--- config.mk ---
export PLATFORM = sky130hd
export DESIGN_NAME = uop_window
export DESIGN_NICKNAME = d
export VERILOG_FILES = /design/src/rtl/uop_window.sv
export SDC_FILE = /design/constraint.sdc
export NUM_CORES = 2
export LEC_CHECK = 0
export BUFFER_PORTS_ARGS = -buffer_cell sky130_fd_sc_hd__buf_2
export CAP_MARGIN = 30
export CELL_PAD_IN_SITES_DETAIL_PLACEMENT = 1
export CELL_PAD_IN_SITES_GLOBAL_PLACEMENT = 1
export CORE_MARGIN = 3
export CORE_UTILIZATION = 50
export CTS_BUF_LIST = sky130_fd_sc_hd__clkbuf_8
export DETAILED_ROUTE_END_ITERATION = 8
export PLACE_DENSITY_LB_ADDON = 0.1
export SLEW_MARGIN = 20
export SYNTH_ARGS = -nofsm -noshare
export SYNTH_HDL_FRONTEND = slang
export SYNTH_SLANG_ARGS = --single-unit
--- constraint.sdc ---
create_clock -name clk -period 79.2 [get_ports clk]
set_input_delay 23.76 -clock clk [delete_from_list [all_inputs] [get_ports clk]]
set_output_delay 23.76 -clock clk [all_outputs]
set_load 0.005 [all_outputs]
--- src/rtl/uop_window.sv ---
module uop_window #(
  parameter int DEPTH    = 8,
  parameter int WIDTH    = 2,
  parameter int PTAG_W   = 6,
  parameter int ADDR_W   = 32,
  parameter int CYC_W    = 16,
  parameter int LOAD_LAT = 3,
  parameter int MEM_MODE = 2
) (
  input  logic                                  clk,
  input  logic                                  rst_n,
  input  logic [WIDTH-1:0]                      enq_valid,
  input  logic [WIDTH*3*PTAG_W-1:0]             enq_src,
  input  logic [WIDTH*3-1:0]                    enq_src_vld,
  input  logic [WIDTH*2*PTAG_W-1:0]             enq_dst,
  input  logic [WIDTH*2-1:0]                    enq_dst_vld,
  input  logic [WIDTH-1:0]                      enq_load,
  input  logic [WIDTH-1:0]                      enq_store,
  input  logic [WIDTH*ADDR_W-1:0]               enq_addr,
  input  logic [(1<<PTAG_W)-1:0]                preg_ready,
  output logic [WIDTH-1:0]                      enq_grant,
  output logic [WIDTH-1:0]                      iss_valid,
  output logic [WIDTH*2*PTAG_W-1:0]             iss_dst,
  output logic [WIDTH*2-1:0]                    iss_dst_vld,
  output logic [WIDTH*$clog2(LOAD_LAT+1)-1:0]   iss_lat,
  output logic [WIDTH-1:0]                      cmt_valid,
  output logic [WIDTH*2*PTAG_W-1:0]             cmt_dst,
  output logic [WIDTH*2-1:0]                    cmt_dst_vld
);
  // DEPTH must be a power of two: slot indices wrap by truncation.
  localparam int IDX_W = $clog2(DEPTH);
  localparam int AGE_W = IDX_W + 1;
  localparam int LAT_W = $clog2(LOAD_LAT + 1);

  logic [IDX_W-1:0]        head;
  logic [AGE_W-1:0]        tail_age;
  logic [AGE_W-1:0]        cnt;
  logic [CYC_W-1:0]        cyc;

  logic [DEPTH-1:0]        e_vld, e_iss, e_ld, e_st;
  logic [3*PTAG_W-1:0]     e_src  [DEPTH];
  logic [2:0]              e_sv   [DEPTH];
  logic [2*PTAG_W-1:0]     e_dst  [DEPTH];
  logic [1:0]              e_dv   [DEPTH];
  logic [ADDR_W-1:0]       e_addr [DEPTH];
  logic [AGE_W-1:0]        e_age  [DEPTH];
  logic [CYC_W-1:0]        e_done [DEPTH];

  logic [DEPTH-1:0]        done_w, opnd_ok, mem_blk, cand, sel;
  int                      n_cmt, n_enq, free_slots;

  // completion: issued and due cycle reached (wrap-safe)
  always_comb
    for (int k = 0; k < DEPTH; k++)
      done_w[k] = e_vld[k] && e_iss[k] && ($signed(cyc - e_done[k]) >= 0);

  always_comb
    for (int k = 0; k < DEPTH; k++) begin
      opnd_ok[k] = 1'b1;
      for (int s = 0; s < 3; s++)
        if (e_sv[k][s] && !preg_ready[e_src[k][s*PTAG_W +: PTAG_W]]) opnd_ok[k] = 1'b0;
    end

  generate
    if (MEM_MODE == 0) begin : g_mem_free
      assign mem_blk = '0;
    end else begin : g_mem_order
      always_comb
        for (int k = 0; k < DEPTH; k++) begin
          mem_blk[k] = 1'b0;
          for (int j = 0; j < DEPTH; j++)
            if (j != k && e_vld[j] && e_st[j] && !done_w[j] &&
                ($signed(e_age[j] - e_age[k]) < 0) &&
                (MEM_MODE == 1 || e_addr[j] == e_addr[k]))
              mem_blk[k] = 1'b1;
        end
    end
  endgenerate

  assign cand = e_vld & ~e_iss & opnd_ok & ~(e_ld & mem_blk);

  // retire from head, in order
  always_comb begin
    logic stop;
    logic [IDX_W-1:0] idx;
    stop = 1'b0;
    n_cmt = 0;
    cmt_valid = '0;
    cmt_dst = '0;
    cmt_dst_vld = '0;
    for (int o = 0; o < WIDTH; o++) begin
      idx = head + IDX_W'(o);
      if (!stop && done_w[idx]) begin
        cmt_valid[o] = 1'b1;
        cmt_dst[o*2*PTAG_W +: 2*PTAG_W] = e_dst[idx];
        cmt_dst_vld[o*2 +: 2] = e_dv[idx];
        n_cmt = n_cmt + 1;
      end else begin
        stop = 1'b1;
      end
    end
  end

  // oldest-first select
  always_comb begin
    int n;
    logic [IDX_W-1:0] idx;
    n = 0;
    sel = '0;
    iss_valid = '0;
    iss_dst = '0;
    iss_dst_vld = '0;
    iss_lat = '0;
    for (int o = 0; o < DEPTH; o++) begin
      idx = head + IDX_W'(o);
      if (cand[idx] && n < WIDTH) begin
        sel[idx] = 1'b1;
        iss_valid[n] = 1'b1;
        iss_dst[n*2*PTAG_W +: 2*PTAG_W] = e_dst[idx];
        iss_dst_vld[n*2 +: 2] = e_dv[idx];
        iss_lat[n*LAT_W +: LAT_W] = e_ld[idx] ? LAT_W'(LOAD_LAT) : LAT_W'(1);
        n = n + 1;
      end
    end
  end

  // accept at tail, after retirement frees slots
  always_comb begin
    logic run;
    run = 1'b1;
    n_enq = 0;
    free_slots = DEPTH - int'(cnt) + n_cmt;
    for (int i = 0; i < WIDTH; i++) begin
      run = run && enq_valid[i];
      enq_grant[i] = run && (i < free_slots);
      if (enq_grant[i]) n_enq = n_enq + 1;
    end
  end

  always_ff @(posedge clk or negedge rst_n)
    if (!rst_n) begin
      head     <= '0;
      tail_age <= '0;
      cnt      <= '0;
      cyc      <= '0;
      e_vld    <= '0;
      e_iss    <= '0;
    end else begin
      cyc  <= cyc + CYC_W'(1);
      head <= head + IDX_W'(n_cmt);
      cnt  <= cnt - AGE_W'(n_cmt) + AGE_W'(n_enq);
      tail_age <= tail_age + AGE_W'(n_enq);
      for (int o = 0; o < WIDTH; o++)
        if (cmt_valid[o]) e_vld[head + IDX_W'(o)] <= 1'b0;
      for (int k = 0; k < DEPTH; k++)
        if (sel[k]) begin
          e_iss[k]  <= 1'b1;
          e_done[k] <= cyc + (e_ld[k] ? CYC_W'(LOAD_LAT) : CYC_W'(1));
        end
      for (int i = 0; i < WIDTH; i++)
        if (enq_grant[i]) begin
          e_vld [tail_age[IDX_W-1:0] + IDX_W'(i)] <= 1'b1;
          e_iss [tail_age[IDX_W-1:0] + IDX_W'(i)] <= 1'b0;
          e_ld  [tail_age[IDX_W-1:0] + IDX_W'(i)] <= enq_load[i];
          e_st  [tail_age[IDX_W-1:0] + IDX_W'(i)] <= enq_store[i];
          e_src [tail_age[IDX_W-1:0] + IDX_W'(i)] <= enq_src[i*3*PTAG_W +: 3*PTAG_W];
          e_sv  [tail_age[IDX_W-1:0] + IDX_W'(i)] <= enq_src_vld[i*3 +: 3];
          e_dst [tail_age[IDX_W-1:0] + IDX_W'(i)] <= enq_dst[i*2*PTAG_W +: 2*PTAG_W];
          e_dv  [tail_age[IDX_W-1:0] + IDX_W'(i)] <= enq_dst_vld[i*2 +: 2];
          e_addr[tail_age[IDX_W-1:0] + IDX_W'(i)] <= enq_addr[i*ADDR_W +: ADDR_W];
          e_age [tail_age[IDX_W-1:0] + IDX_W'(i)] <= tail_age + AGE_W'(i);
        end
    end

  assert_no_overflow_R1: assert property (@(posedge clk) disable iff (!rst_n)
    cnt <= AGE_W'(DEPTH));

  assert_full_stall_R1: assert property (@(posedge clk) disable iff (!rst_n)
    (cnt == AGE_W'(DEPTH) && !cmt_valid[0]) |-> (enq_grant == '0));

  assert_retire_issued_R2: assert property (@(posedge clk) disable iff (!rst_n)
    cmt_valid[0] |-> e_iss[head]);

  assert_issue_clears_R6: assert property (@(posedge clk) disable iff (!rst_n)
    (iss_valid != '0) |=> (cnt != '0));

  generate
    for (genvar gi = 1; gi < WIDTH; gi++) begin : g_order_chk
      assert_retire_packed_R2: assert property (@(posedge clk) disable iff (!rst_n)
        cmt_valid[gi] |-> cmt_valid[gi-1]);
      assert_issue_packed_R4: assert property (@(posedge clk) disable iff (!rst_n)
        iss_valid[gi] |-> iss_valid[gi-1]);
    end
  endgenerate
endmodule

==> metrics.md <==
| Metric | Value |
|---|---|
| Outcome | complete, no violations |
| Crit-path max cell delay | 710 ps |
| Syn Nets | 7,934 |
| Synth Register Bits | 755 |
| Syn_area_per_cell | 10.5 sq um |
| Max-cap viol count | 0 |
| Clk_skew | 92.9 ps |
| FILL cells | 16,200 |
| Worst-path fanout max | 37 |
| # hold bufs at CTS | 0 |
| Placeable Area | 0.153 sq mm |
| Slew Viols, Final | 0 |
| YS warnings | 0 |
| Final #Nets | 7,744 |
| Synth top area share | 27.5% |
| Largest net degree at the start of global routing | 133 |
| Number of global-route vias before repair | 66,700 |
| Top layer in use | met5 |
| Most frequent cell after synthesis | xor2_1 |
| Initial DRT Pass Iterations | 6 |
| Initial antenna violation count | 50 |
| GR Overflow Total | 0 |
| Clk sinks | 755 |
| Die height | 400 um |
| Top-Level Pins | 272 |
| Share of layout cells above drive strength 1 | 25.0% |
| Prevailing post-synth register cell | edfxtp_1 |
| Cell mode on critical path | ha_1 |
| Kind of critical path | input port to output pin |
| Row Count | 143 |
| Wire per inst | 40.2 um |
| Post-DRT Antenna Nets | 0 |
| Total Routing Usage GR | 46.0% |
| Critical Path End Type | output pin |
| Metal-1 WL | 141,000 um |
| Vias/cell | 7.26 |
| Skew-Pair Late Insertion Delay | 930 ps |
| Worst hold path class | register to register |
| DR iter-0 viols | 10,800 |
| Post-DP HPWL | 274,000 um |
| Maximum clock rate | 15.4 MHz |
| Worst EP arrival | 41,340 ps |
| Dpl cells | 9,043 |
| Clock-pin slew on the worst setup and hold paths | 60 ps |
| Worst Path Required | 55,440 ps |
| Ranking of synthesized cells by area | edfxtp_1, mux4_2, xor2_1 |
| Final cell count without fillers | 9,342 |
| Post-synth top cells | xor2_1, edfxtp_1, mux2_2 |
| CP max stage cell | fa_1 |
| Port Buffer Count | 271 |
| Gates resized, CTS repair | 0 |
| Post-route cell area | 0.0831 sq mm |
| Routed wl met3 | 48,000 um |
| Post-synth top area cell | edfxtp_1 |
| Final Hold Fails | 0 |
| Root Driver | clkbuf_8 |
| Detailed Route WL | 375,000 um |
| Slew @ Worst Pin | 1190 ps |
| Die X | 400 um |
| Cell Area, Synth | 0.0776 sq mm |
| Clk buf depth | 3 |
| Crit start category | input port |
| GP Congestion | 1.11 |
| Detailed-route via count | 67,800 |
| DRC violation count after routing | 0 |
| Setup violators final | 0 |
| CTS tree | done |
| Slew margin rel. | 20.4% |
| Sequential area share after synthesis | 28.9% |
| Global-route wire length before repair | 520,000 um |
| Unrepaired setup endpoints after global routing | no |
| Fin Setup TNS | 0 ps |
| Initial Utilization | 50.7% |
| Distinct cells, synth | 108 |
| Post-CTS Repair Setup Buffers | 0 |
| Area grow syn2layout | 7.03% |
| Final period utilization | 82.2% |
| Number of synthesized flops with an enable pin | 712 |
| Htree depth | 4 |
| Tmin final | 65,100 ps |
| Number of CTS-inserted buffers | 138 |
| Instance area at placement | 0.0800 sq mm |
| Metal2 WL | 161,000 um |
| Syn Inst Count | 7,367 |
| Die area | 0.160 sq mm |
| Fraction of registers with async set/reset | 5.70% |
## worst max-delay path: cells and delay by family
kind / cells / cell delay, ps
muxes: 2 / 730
buffers and inverters: 9 / 2570
AOI/OAI and AO/OA: 14 / 3380
adders and majority gates: 9 / 3150
xor gates and xnor gates: 4 / 1570
and+or+nand+nor: 23 / 6140
## layer usage
layer | vias up | GRT usage [%]
met5 | - | 1.05
met4 | 32 | 24.9
met3 | 1118 | 16.0
met2 | 5033 | 67.6
met1 | 34600 | 59.3
li1 | 27000 | -
## registers in the layout (all words and copies together) (netlist names), 16 cells and up
register,cells
e_addr,256
e_src,144
e_done,128
e_dst,96
e_age,32
e_sv,24
cyc,16
e_dv,16
## cell usage in the layout, fill, tap and decap left out, types with 42 or more instances in the layout
| cell type | n |
|---|---|
| nor3_1 | 117 |
| mux2i_1 | 235 |
| buf_2 | 273 |
| a22oi_1 | 61 |
| a21oi_1 | 229 |
| xor2_1 | 820 |
| a21o_1 | 90 |
| mux2_2 | 593 |
| nand3_1 | 117 |
| nand4_1 | 133 |
| nor2_1 | 356 |
| mux4_2 | 528 |
| nand2b_1 | 109 |
| ha_1 | 341 |
| and2_1 | 42 |
| o21ai_0 | 155 |
| o22ai_1 | 70 |
| clkbuf_8 | 140 |
| inv_1 | 283 |
| nor2b_1 | 46 |
| edfxtp_1 | 712 |
| nor4_1 | 201 |
| xnor2_1 | 356 |
| buf_4 | 130 |
| nand2_1 | 434 |
## cell families after synthesis
kind of cell / after synthesis / synth area share [%]
XOR/XNOR: 1186 / 13.5
AO/OA/AOI/OAI: 947 / 8.18
multiplexers: 1358 / 27.0
flip-flops: 755 / 28.9
buffers and inverters: 1022 / 5.09
adder cells (fa/ha/maj): 363 / 6.02
AND/OR/NAND/NOR: 1736 / 11.3
## layout make-up
type / count / area, sq um / share of cell area [%]
Tap cell: 2030 / 2540 / 3.06
Inverter: 254 / 956 / 1.15
Clock inverter: 102 / 764 / 0.920
Sequential cell: 755 / 22500 / 27.0
Timing Repair Buffer: 438 / 2890 / 3.48
Antenna cell: 33 / 82.6 / 0.0994
Clock buffer: 140 / 1930 / 2.32
Multi-Input combinational cell: 5590 / 51500 / 61.9
## through the flow
step                setup slack [ps]  util, %  hold slack [ps]
floorplan                      18080        -              477
global placement               14920     52.0              532
detailed placement             14400     52.3              545
CTS                            14340     54.0              586
global route                   13270     54.2              612
finish                         14100     54.2              583
## path summary, 6_finish.rpt
check	from	to	slack [ps]	cells after the start
setup / recovery	preg_ready[13]	iss_dst[23]	14100	61
hold / removal	e_iss[3]	e_iss[3]	580	2
setup reg to reg	cyc[0]	e_done[0][46]	61760	55
hold reg to reg	e_iss[3]	e_iss[3]	580	2
max in group asynchronous	rst_n	e_vld[1]	55210	2
min in group asynchronous	rst_n	cyc[2]	22830	1
Power is left out: the tool's default activity adds up to more than one toggle a clock period on the data nets, which glitch-free logic cannot reach.
